$ cat config.mk
export PLATFORM = sky130hd
export DESIGN_NAME = spi_cmd_router
export DESIGN_NICKNAME = d
export VERILOG_FILES = /design/src/rtl/cmdrt_pkg.sv /design/src/rtl/cmdrt_sync.sv /design/src/rtl/cmdrt_spi_fe.sv /design/src/rtl/cmdrt_decoder.sv /design/src/rtl/cmdrt_router.sv /design/src/rtl/spi_cmd_router.sv
export SDC_FILE = /design/constraint.sdc
export NUM_CORES = 1
export LEC_CHECK = 0
export CAP_MARGIN = 20
export CELL_PAD_IN_SITES_DETAIL_PLACEMENT = 1
export CELL_PAD_IN_SITES_GLOBAL_PLACEMENT = 2
export CORE_ASPECT_RATIO = 0.8
export CORE_MARGIN = 4
export CORE_UTILIZATION = 39
export DETAILED_ROUTE_END_ITERATION = 8
export PLACE_DENSITY = 0.86
export SLEW_MARGIN = 20
export SYNTH_ARGS = -nofsm -noshare
export SYNTH_HDL_FRONTEND = slang
export SYNTH_SLANG_ARGS = --single-unit
$ cat constraint.sdc
create_clock -name clk -period 1.88 [get_ports clk]
set_input_delay 0.376 -clock clk [delete_from_list [all_inputs] [get_ports clk]]
set_output_delay 0.376 -clock clk [all_outputs]
set_load 0.01 [all_outputs]
$ cat src/rtl/cmdrt_pkg.sv
package cmdrt_pkg;
  localparam int unsigned BYTE_W = 8;
  localparam logic [7:0] OPC_SEL    = 8'h01;
  localparam logic [7:0] OPC_ADC    = 8'h05;
  localparam logic [7:0] OPC_VER_LO = 8'h06;
  localparam logic [7:0] OPC_VER_HI = 8'h07;
  localparam logic [7:0] OPC_LOGIC  = 8'h08;
  localparam logic [7:0] OPC_LDR_A  = 8'h0B;
  localparam logic [7:0] OPC_LDR_B  = 8'h0D;
endpackage

$ cat src/rtl/cmdrt_sync.sv
module cmdrt_sync #(
  parameter int unsigned W = 1,
  parameter logic [W-1:0] RST_VAL = '0
) (
  input  logic         clk,
  input  logic         rst_n,
  input  logic [W-1:0] d,
  output logic [W-1:0] q
);
  logic [W-1:0] meta;
  always_ff @(posedge clk or negedge rst_n) begin
    if (!rst_n) begin
      meta <= RST_VAL;
      q    <= RST_VAL;
    end else begin
      meta <= d;
      q    <= meta;
    end
  end
endmodule

$ cat src/rtl/cmdrt_spi_fe.sv
module cmdrt_spi_fe
  import cmdrt_pkg::*;
(
  input  logic              clk,
  input  logic              rst_n,
  input  logic              sck,
  input  logic              cs_n,
  input  logic              mosi,
  input  logic [BYTE_W-1:0] reply,
  output logic              miso,
  output logic              idle,
  output logic              byte_vld,
  output logic              byte_first,
  output logic [BYTE_W-1:0] byte_data
);
  localparam int unsigned CNT_W = $clog2(BYTE_W);
  localparam logic [CNT_W-1:0] LAST_BIT = CNT_W'(BYTE_W - 1);

  logic [2:0] pins_q;
  logic cs_q, sck_q, mosi_q, sck_d, rise, fall, second;
  logic [CNT_W-1:0] bit_cnt;
  logic [BYTE_W-1:0] rx_sh, tx_sh;

  cmdrt_sync #(.W(3), .RST_VAL(3'b100)) u_pins (
    .clk(clk), .rst_n(rst_n), .d({cs_n, sck, mosi}), .q(pins_q)
  );

  assign cs_q   = pins_q[2];
  assign sck_q  = pins_q[1];
  assign mosi_q = pins_q[0];
  assign rise   = sck_q & ~sck_d & ~cs_q;
  assign fall   = ~sck_q & sck_d & ~cs_q;
  assign miso   = tx_sh[BYTE_W-1];
  assign idle   = cs_q;

  always_ff @(posedge clk or negedge rst_n) begin
    if (!rst_n) begin
      sck_d      <= 1'b0;
      bit_cnt    <= '0;
      second     <= 1'b0;
      rx_sh      <= '0;
      tx_sh      <= '0;
      byte_vld   <= 1'b0;
      byte_first <= 1'b0;
      byte_data  <= '0;
    end else begin
      sck_d    <= sck_q;
      byte_vld <= 1'b0;
      if (cs_q) begin
        bit_cnt <= '0;
        second  <= 1'b0;
        tx_sh   <= '0;
      end else if (rise) begin
        rx_sh   <= {rx_sh[BYTE_W-2:0], mosi_q};
        bit_cnt <= bit_cnt + 1'b1;
        if (bit_cnt == LAST_BIT) begin
          byte_vld   <= 1'b1;
          byte_first <= ~second;
          byte_data  <= {rx_sh[BYTE_W-2:0], mosi_q};
          second     <= ~second;
        end
      end else if (fall) begin
        if (bit_cnt == '0) tx_sh <= second ? reply : '0;
        else               tx_sh <= {tx_sh[BYTE_W-2:0], 1'b0};
      end
    end
  end
endmodule

$ cat src/rtl/cmdrt_decoder.sv
module cmdrt_decoder
  import cmdrt_pkg::*;
#(
  parameter int unsigned SEL_W     = 3,
  parameter int unsigned STAT_W    = 4,
  parameter logic [15:0] BOARD_VER = 16'h2A51,
  parameter logic [3:0]  LOGIC_VER = 4'h9
) (
  input  logic              clk,
  input  logic              rst_n,
  input  logic              byte_vld,
  input  logic              byte_first,
  input  logic [BYTE_W-1:0] byte_data,
  input  logic [STAT_W-1:0] stat_raw,
  output logic [SEL_W-1:0]  sel,
  output logic              adc_rst,
  output logic              adc_ctl,
  output logic              run_a,
  output logic              run_b,
  output logic [BYTE_W-1:0] op,
  output logic [BYTE_W-1:0] reply
);
  localparam logic [SEL_W-1:0] SEL_OFF = {SEL_W{1'b1}};

  logic [STAT_W-1:0] stat_s;
  logic arg_fits;

  cmdrt_sync #(.W(STAT_W), .RST_VAL('0)) u_stat (
    .clk(clk), .rst_n(rst_n), .d(stat_raw), .q(stat_s)
  );

  assign arg_fits = (byte_data[BYTE_W-1:SEL_W] == '0);

  always_ff @(posedge clk or negedge rst_n) begin
    if (!rst_n) begin
      op      <= '0;
      sel     <= SEL_OFF;
      adc_rst <= 1'b0;
      adc_ctl <= 1'b0;
      run_a   <= 1'b0;
      run_b   <= 1'b0;
    end else if (byte_vld) begin
      if (byte_first) begin
        op <= byte_data;
      end else begin
        case (op)
          OPC_SEL: if (arg_fits) sel <= byte_data[SEL_W-1:0];
          OPC_ADC: begin
            adc_rst <= byte_data[1];
            adc_ctl <= byte_data[0];
          end
          OPC_LDR_A: begin
            if (byte_data == 8'h00) run_a <= 1'b0;
            else if (byte_data == 8'h01) run_a <= 1'b1;
          end
          OPC_LDR_B: begin
            if (byte_data == 8'h00) run_b <= 1'b0;
            else if (byte_data == 8'h01) run_b <= 1'b1;
          end
          default: ;
        endcase
      end
    end
  end

  always_comb begin
    case (op)
      OPC_VER_LO: reply = BOARD_VER[7:0];
      OPC_VER_HI: reply = BOARD_VER[15:8];
      OPC_LOGIC:  reply = {4'h0, LOGIC_VER};
      OPC_LDR_A:  reply = {{(BYTE_W-STAT_W){1'b0}}, stat_s};
      default:    reply = '0;
    endcase
  end
endmodule

$ cat src/rtl/cmdrt_router.sv
module cmdrt_router #(
  parameter int unsigned SEL_W = 3,
  localparam int unsigned NLINE = (1 << SEL_W) - 1
) (
  input  logic [SEL_W-1:0] sel,
  input  logic             strm_cs_n,
  output logic [NLINE-1:0] tgt_cs_n
);
  for (genvar i = 0; i < NLINE; i++) begin : g_line
    assign tgt_cs_n[i] = (sel == SEL_W'(i)) ? strm_cs_n : 1'b1;
  end
endmodule

$ cat src/rtl/spi_cmd_router.sv
module spi_cmd_router
  import cmdrt_pkg::*;
#(
  parameter int unsigned SEL_W     = 3,
  parameter int unsigned STAT_W    = 4,
  parameter logic [15:0] BOARD_VER = 16'h2A51,
  parameter logic [3:0]  LOGIC_VER = 4'h9,
  localparam int unsigned NLINE    = (1 << SEL_W) - 1
) (
  input  logic              clk,
  input  logic              rst_n,
  input  logic              spi_sck,
  input  logic              spi_cs_n,
  input  logic              spi_mosi,
  output logic              spi_miso,
  input  logic              strm_cs_n,
  output logic [NLINE-1:0]  tgt_cs_n,
  input  logic [STAT_W-1:0] ldr_a_stat,
  output logic              adc_rst,
  output logic              adc_ctl,
  output logic              ldr_a_run,
  output logic              ldr_b_run
);
  logic              fe_idle, byte_vld, byte_first;
  logic [BYTE_W-1:0] byte_data, reply, cur_op;
  logic [SEL_W-1:0]  sel;

  cmdrt_spi_fe u_fe (
    .clk(clk), .rst_n(rst_n), .sck(spi_sck), .cs_n(spi_cs_n), .mosi(spi_mosi),
    .reply(reply), .miso(spi_miso), .idle(fe_idle), .byte_vld(byte_vld),
    .byte_first(byte_first), .byte_data(byte_data)
  );

  cmdrt_decoder #(
    .SEL_W(SEL_W), .STAT_W(STAT_W), .BOARD_VER(BOARD_VER), .LOGIC_VER(LOGIC_VER)
  ) u_dec (
    .clk(clk), .rst_n(rst_n), .byte_vld(byte_vld), .byte_first(byte_first),
    .byte_data(byte_data), .stat_raw(ldr_a_stat), .sel(sel), .adc_rst(adc_rst),
    .adc_ctl(adc_ctl), .run_a(ldr_a_run), .run_b(ldr_b_run), .op(cur_op),
    .reply(reply)
  );

  cmdrt_router #(.SEL_W(SEL_W)) u_rt (
    .sel(sel), .strm_cs_n(strm_cs_n), .tgt_cs_n(tgt_cs_n)
  );
endmodule

==> results.md, run 1 <==
* Fillers at 609
* Hold crit path type: in2async
* Register area at between 0.001 and 0.0015 mm^2
* Arrival @ worst endpoint at roughly 1.4 ns
* LEAKAGE at 1.33 nW
* Max VDD drop at between 0.6 and 0.7 mV
* Area grow syn2layout at 24.1%
* Placed insts at 281
* H-tree levels at 3
* Final setup vio count at 0
* Total GRT Usage at between 10% and 20%
* Overall die area at approximately 0.0074 mm^2
* Number of I/O pins at 22
* Row count at 25
* DRT iter0 DRCs at 33
* Avg WL per Cell at 15.8 um
* Final WS setup at ~0.078 ns
* Relative slew margins at 69.1%
* Worst setup SP type: register
* CP startpoint: u_dec.sel[0]$_DFFE_PN1P_
* Final Skew at around 0.0076 ns
* Multi-input combinational cell area at roughly 890 um^2
* Hold Vio Cnt, Final at 0
* Async S/R FF share, synth at between 90% and 100%
* Max-cap violations at 0
* Total congestion overflow at 0
* Worst path max stage delay at between 0.5 and 0.6 ns
* Die height at roughly 78 um
* Reg clk slew, reported paths at roughly 0.07 ns
* Clk sink count at 59
* Synth cell count leaders: dfrtp_1, mux2_2, nand2_1, nor2_1, nor2b_1
* Via density at roughly 5
* Proportion of layout cells with a drive suffix above 1 at between 30% and 40%
* Core Util, Final at about half
* Yosys cell types at 34
* Area leader, netlist: dfrtp_1
* R2R Path Start: u_fe.byte_data[1]$_DFFE_PN0P_
* DIE WIDTH at 95.2 um
* CTS max path bufs at 2
* Clock latency on the worst-skew pair at between 0.3 and 0.4 ns
* Synthesized flop and latch total at just under 60
* Synth top area share at a little under three fifths
* Final ANT Viol Nets at 0
* Status: finished clean
* R2R depth at 4
* Final worst-path cycle share at a little over nine tenths
* Drt pass-1 iters at 4
* Dpl ws at -0.0950 ns
* Syn_area_per_cell at about 13 um^2
* Seq/Total Area, Yosys at a little over three fifths
* Post-synth EDFFs at 0
* RR Endpoint: u_dec.run_b$_DFFE_PN0P_
* P per Cell Area at roughly 900 mW/mm^2
* TritonCTS clock tree: yes
* Setup crit end kind: output port
* Critical path class: reg2out
* Initial core utilization at between 40% and 50%
* Ys Warns at 0
* Core area at roughly 0.0059 mm^2
* Worst Tran Pin Value at about 0.46 ns
* Synth Flop Type: dfrtp_1
* Syn Std Cell Area at about 0.0024 mm^2
* Vias in the first global route at between 1500 and 2000
* Total power at ~2.6 mW
* # hold bufs at CTS at 0
* Synth Instances at ~180
* Initial antenna violation count at 0
* # port buffers at 21
* Final WL at 4720 um
* Syn_nets at approximately 190
* Fmax at 555 MHz
* Diode count at 0
* CTS buffer count at 9
* R2R Setup Slk at 0.15 ns
* Largest net degree at the start of global routing at 60
* Min Clock Period, post-route at roughly 1.8 ns
* Worst-path fanout max at 5
* Fin. max-slew vios at 0
* HPWL after detailed placement at 3240 um
* Via count at 1481
* Fin nets at around 230
* Residual DRC at 0
* Top-count cell post-synth: dfrtp_1
* Ranking of synthesized cells by area: dfrtp_1, mux2_2, dfstp_2
* Final Non-Filler Cells at around 300
* CTS Root Cell: clkbuf_8
* Global-route wire length before repair at 7980 um
* Req. time, crit path at 1.50 ns
* CP max stage cell: dfstp_2
* Gpl congestion at ~0.76
* Final TNS setup at 0 ns
* Cell Chain, Critical Path: nor2b_2 > nand2_1 > dlygate4sd2_1
## worst max-delay path by stage
| stage | endpoint | slack (ns) | cells after the start |
|---|---|---|---|
| floorplan | u_dec.run_a$_DFFE_PN0P_ | 0.30 | 4 |
| global placement | tgt_cs_n[3] | -0.09 | 4 |
| detailed placement | tgt_cs_n[3] | -0.1 | 4 |
| CTS | tgt_cs_n[5] | -0.14 | 3 |
| global route | tgt_cs_n[2] | -0.02 | 3 |
| finish | tgt_cs_n[1] | 0.08 | 3 |
## layer usage
metal	GRT usage [%]	wire length [um]
met5	0	0
met2	20.3	2130
met1	19.7	2300
met4	6.92	80
met3	4.75	215
## cell type report
cell class              instances  share of cell area [%]
flip-flops and latches         59                    50.3
multi-input cells             111                    30.3
repair buffers                 26                    8.96
clock buffers                  10                    4.67
well taps                      81                    3.44
clock inverters                 6                    1.61
inverters                       5                   0.637
## flip-flops by register name (all words and copies together) (netlist names)
register,count
u_fe.rx_sh,7
u_dec.adc_rst,1
u_dec.run_b,1
u_dec.adc_ctl,1
u_fe.u_pins.meta,3
u_fe.bit_cnt,3
u_dec.sel,3
u_dec.u_stat.q,4
u_fe.tx_sh,8
u_fe.second,1
u_fe.byte_data,8
u_fe.u_pins.q,3
u_dec.u_stat.meta,4
u_fe.byte_first,1
u_dec.run_a,1
u_fe.byte_vld,1
u_dec.op,8
u_fe.sck_d,1
## kinds of logic (layout without fill, tap and decap cells)
family,count (synthesis),in the layout,share of synthesized area [%]
flip-flops,59,59,62.5
AND/OR/NAND/NOR,59,59,14.7
multiplexers,31,31,14.6
AO/OA/AOI/OAI,16,16,4.90
buffers and inverters,6,47,1.00
adder cells (fa/ha/maj),3,3,1.58
XOR/XNOR,2,2,0.738
## cell usage in the layout (no fill, tap or decap), types with 4 or more instances in the layout
cell,instances
nand4_1,4
buf_4,4
dfrtp_1,54
clkbuf_8,10
nor2b_1,6
dlymetal6s2s_1,5
nor2_1,10
mux2_2,29
clkdlybuf4s50_1,12
inv_1,4
nand2_1,17
dfstp_2,5
## where the power goes
group	leakage [nW]	switching (mW)	internal, mW
sequential	0.764	0.0585	1.35
clock	0.0933	0.534	0.524
combinational	0.476	0.0611	0.0817
total	1.33	0.653	1.96
## through the flow
stage	instance area [um^2]	hold slack, ns
global route	2950	0.0466
floorplan	2370	0.0804
global placement	2720	0.331
detailed placement	2720	0.336
finish	2950	0.0322
CTS	2900	0.0344
## critical path, delay by kind of cell (launching register included)
kind / cells / cell delay (ns)
buffers and inverters: 1 / 0.28
DFF: 1 / 0.58
and+or+nand+nor: 2 / 0.23
## repair_timing
action | CTS | global route
setup endpoints to repair | 7 | 7
buffers inserted | 0 | 1
gates resized for setup | 4 | 11
Power figures use the tool's default switching activity.
==> inputs of run 2 (changes only) <==
--- a/config.mk
+++ b/config.mk
@@ -5,14 +5,15 @@
 export SDC_FILE = /design/constraint.sdc
 export NUM_CORES = 1
 export LEC_CHECK = 0
+export ABC_AREA = 1
 export CAP_MARGIN = 20
 export CELL_PAD_IN_SITES_DETAIL_PLACEMENT = 1
 export CELL_PAD_IN_SITES_GLOBAL_PLACEMENT = 2
 export CORE_ASPECT_RATIO = 0.8
 export CORE_MARGIN = 4
-export CORE_UTILIZATION = 39
+export CORE_UTILIZATION = 36
 export DETAILED_ROUTE_END_ITERATION = 8
-export PLACE_DENSITY = 0.86
+export PLACE_DENSITY = 0.88
 export SLEW_MARGIN = 20
 export SYNTH_ARGS = -nofsm -noshare
 export SYNTH_HDL_FRONTEND = slang
==> run 2 against run 1 <==
Effect of this change:
- non-clock buffer count unchanged
- critical path depth grew 1
- flip-flop and latch count did not move
- synthesized cell count grew 55%
- die area grew 15%
- final cell count increased by 34%
- critical endpoint is now tgt_cs_n[6]
- largest cell class unchanged
==> results.md, run 2 <==
* Setup crit end kind: output port
* Drt pass-1 iters at 4 (unchanged)
* Max VDD drop at 0.476 mV (-21%)
* Global-route wire length before repair at 9550 um (+20%)
* Fin. max-slew vios at 0 (unchanged)
* Diode count at 0 (unchanged)
* Final worst-path cycle share at 95.3% (-0.59 points)
* Final ANT Viol Nets at 0 (unchanged)
* CTS max path bufs at 2 (unchanged)
* Core area at 0.00689 mm^2 (+17%)
* Clock latency on the worst-skew pair at 0.34 ns (about the same)
* Yosys cell types at 29 (-15%)
* Via count at 1872 (+26%)
* Fmax at 558 MHz (+0.62%)
* # port buffers at 21 (unchanged)
* Total congestion overflow at 0 (unchanged)
* Syn_area_per_cell at 9.36 um^2 (-31%)
* Avg WL per Cell at 13.2 um (-17%)
* Final WL at 5250 um (+11%)
* H-tree levels at 3 (unchanged)
* Comb pwr share at 4.8% (-0.7 points)
* Worst hold slack at 0.351 ns (+0.319 ns)
* Reg clk slew, reported paths at 0.07 ns (about the same)
* Final Skew at 0.00685 ns (-0.000710 ns)
* Hold Vio Cnt, Final at 0 (unchanged)
* LEAKAGE at 1.44 nW (+8.2%)
* Total GRT Usage at 14.3% (-0.022 points)
* Min Clock Period, post-route at 1.79 ns (-0.0111 ns)
* Initial antenna violation count at 0 (unchanged)
* Area leader, netlist: dfrtp_1
* Cell Chain, Critical Path: inv_1 > nor2_2 > nand2_1 > clkdlybuf4s15_1
* Arrival @ worst endpoint at 1.42 ns (about the same)
* Max-cap violations at 0 (unchanged)
* Largest net degree at the start of global routing at 35 (-42%)
* Final setup vio count at 0 (unchanged)
* DRT iter0 DRCs at 65 (+97%)
* Ranking of synthesized cells by area: dfrtp_1, nand2_1, dfstp_2
* Relative slew margins at 69.2% (+0.091 points)
* Internal power at 2.02 mW (+3.0%)
* Clock power frac at 43.3% (+2.8 points)
* Via density at 4.70 (-5.4%)
* DIE WIDTH at 102 um (+7.1%)
* Synth Instances at 272 (+55%)
* Commonest non-fill, non-tap cell in the layout: nand2_1
* Register area at 0.00148 mm^2 (unchanged)
* Overall die area at 0.00849 mm^2 (+15%)
* CTS buffer count at 9 (unchanged)
* Final TNS setup at 0 ns (unchanged)
* Dpl ws at -0.151 ns (-0.0555 ns)
* Worst path max stage delay at 0.58 ns (about the same)
* Synthesized flop and latch total at 59 (unchanged)
* Syn Std Cell Area at 0.00255 mm^2 (+7.3%)
* Hold crit path type: reg2reg
* Most frequent cells in the layout: nand2_1, dfrtp_1, inv_1, o21ai_0
* P per Cell Area at 843 mW/mm^2 (-5.0%)
* Post-synth EDFFs at 0 (unchanged)
* Clk sink count at 59 (unchanged)
* Psw at 606 uW (-7.2%)
* Worst-path fanout max at 5 (unchanged)
* Gpl congestion at 0.823 (+8.4%)
* Synth top area share at 53.1% (-3.9 points)
* Residual DRC at 0 (unchanged)
* HPWL after detailed placement at 3820 um (+18%)
* Top-count cell post-synth: nand2_1
* Worst Tran Pin Value at 0.458 ns (-0.00422 ns)
* Async S/R FF share, synth at 100% (unchanged)
* Initial core utilization at 36.9% (-3.2 points)
* Row count at 27 (+8.0%)
* CTS Root Cell: clkbuf_8
* Critical path class: reg2out
* Placed insts at 380 (+35%)
* Area grow syn2layout at 22.3%
* Final WS setup at 0.0888 ns (+0.0111 ns)
* Worst setup SP type: register
* Fin nets at 319 (+42%)
* Net Sw Frac at 23.1% (-1.9 points)
* Die height at 83.2 um (+7.0%)
* Synth cell count leaders: nand2_1, dfrtp_1, inv_1, o21ai_0, nor2_1
* Req. time, crit path at 1.50 ns (about the same)
* Vias in the first global route at 1964 (+24%)
* Ys Warns at 0 (unchanged)
* Syn_nets at 285 (+51%)
* Seq/Total Area, Yosys at 58.2% (-4.2 points)
* Proportion of layout cells with a drive suffix above 1 at 17.7% (-14 points)
* Status: finished clean
* Number of I/O pins at 22 (unchanged)
* Top flop regs: u_dec.op x8, u_fe.byte_data x8, u_fe.tx_sh x8
* Synth Flop Type: dfrtp_1
* Seq pwr share at 51.9% (-2.1 points)
* Final Non-Filler Cells at 398 (+34%)
* CP max stage cell: dfstp_2
* Fillers at 819 (+34%)
* TritonCTS clock tree: yes
* Multi-input combinational cell area at 920 um^2 (+2.9%)
[run 2: timing repair]
action	CTS	global route
hold buffers	1	0
pin swaps	0	1
endpoints found under the hold margin	12	0
gates resized for setup	3	12
endpoints found under the setup margin	7	7
buffers inserted	0	1
[run 2: final timing paths]
check	startpoint	endpoint	slack, ns	depth (start not counted)
max in group asynchronous	rst_n	u_dec.sel[2]$_DFFE_PN1P_	0.82	3
worst max register to register	u_fe.bit_cnt[0]$_DFFE_PN0P_	u_fe.tx_sh[1]$_DFFE_PN0P_	0.36	10
worst min-delay path	u_fe.u_pins.meta[0]$_DFF_PN0_	u_fe.u_pins.q[0]$_DFF_PN0_	0.35	0
worst max-delay path	u_dec.sel[1]$_DFFE_PN1P_	tgt_cs_n[6]	0.09	4
min in group asynchronous	rst_n	u_fe.u_pins.meta[1]$_DFF_PN0_	0.49	2
worst min register to register	u_fe.u_pins.meta[0]$_DFF_PN0_	u_fe.u_pins.q[0]$_DFF_PN0_	0.35	0
[run 2: worst max-delay path, delay by kind of cell, from the launching register on]
family	cells	cell delay (ns)
buf+inv	2	0.31
flops	1	0.58
simple gates	2	0.19
[run 2: layout make-up]
type	instances	area share, %
sequential	59	47.6
multi-input combinational	173	29.5
timing repair buffer	26	8.64
clock buffer	12	4.66
inverter	37	4.46
tap	87	3.50
clock inverter	4	1.61
[run 2: per-stage QoR]
stage / cell area (um^2) / utilization, % / total power, mW
after floorplan: 2550 / - / 1.43
after global placement: 2880 / 41.7 / 1.51
after detailed placement: 2880 / 41.7 / 1.51
after CTS: 3080 / 44.6 / 2.68
after global routing: 3110 / 45.2 / 2.77
final: 3110 / 45.2 / 2.62
[run 2: cell families (layout without fill, tap and decap cells)]
logic type / count (synthesis) / in the layout / share of synthesized area [%]
DFF: 59 / 59 / 58.2
AOI/OAI and AO/OA: 45 / 45 / 10.9
buffers and inverters: 40 / 79 / 6.24
adders and majority gates: 3 / 3 / 1.47
and+or+nand+nor: 125 / 125 / 23.2
[run 2: per-layer routing]
| metal | vias up | GRT usage (%) | share of wire (%) |
|---|---|---|---|
| met4 | 0 | 3.46 | 0.72 |
| met3 | 3 | 6.55 | 3.7 |
| li1 | 935 | - | - |
| met1 | 913 | 19.8 | 50 |
| met2 | 21 | 20.4 | 45 |
| met5 | - | 0 | 0 |
[run 2: power groups by stage]
stage	sequential [mW]	combinational, mW	clock (mW)
2_1_floorplan	1.37	0.0616	0
6_report	1.36	0.126	1.13
4_1_cts	1.36	0.130	1.19
3_3_place_gp	1.38	0.123	0
3_5_place_dp	1.39	0.129	0
5_1_grt	1.37	0.150	1.25
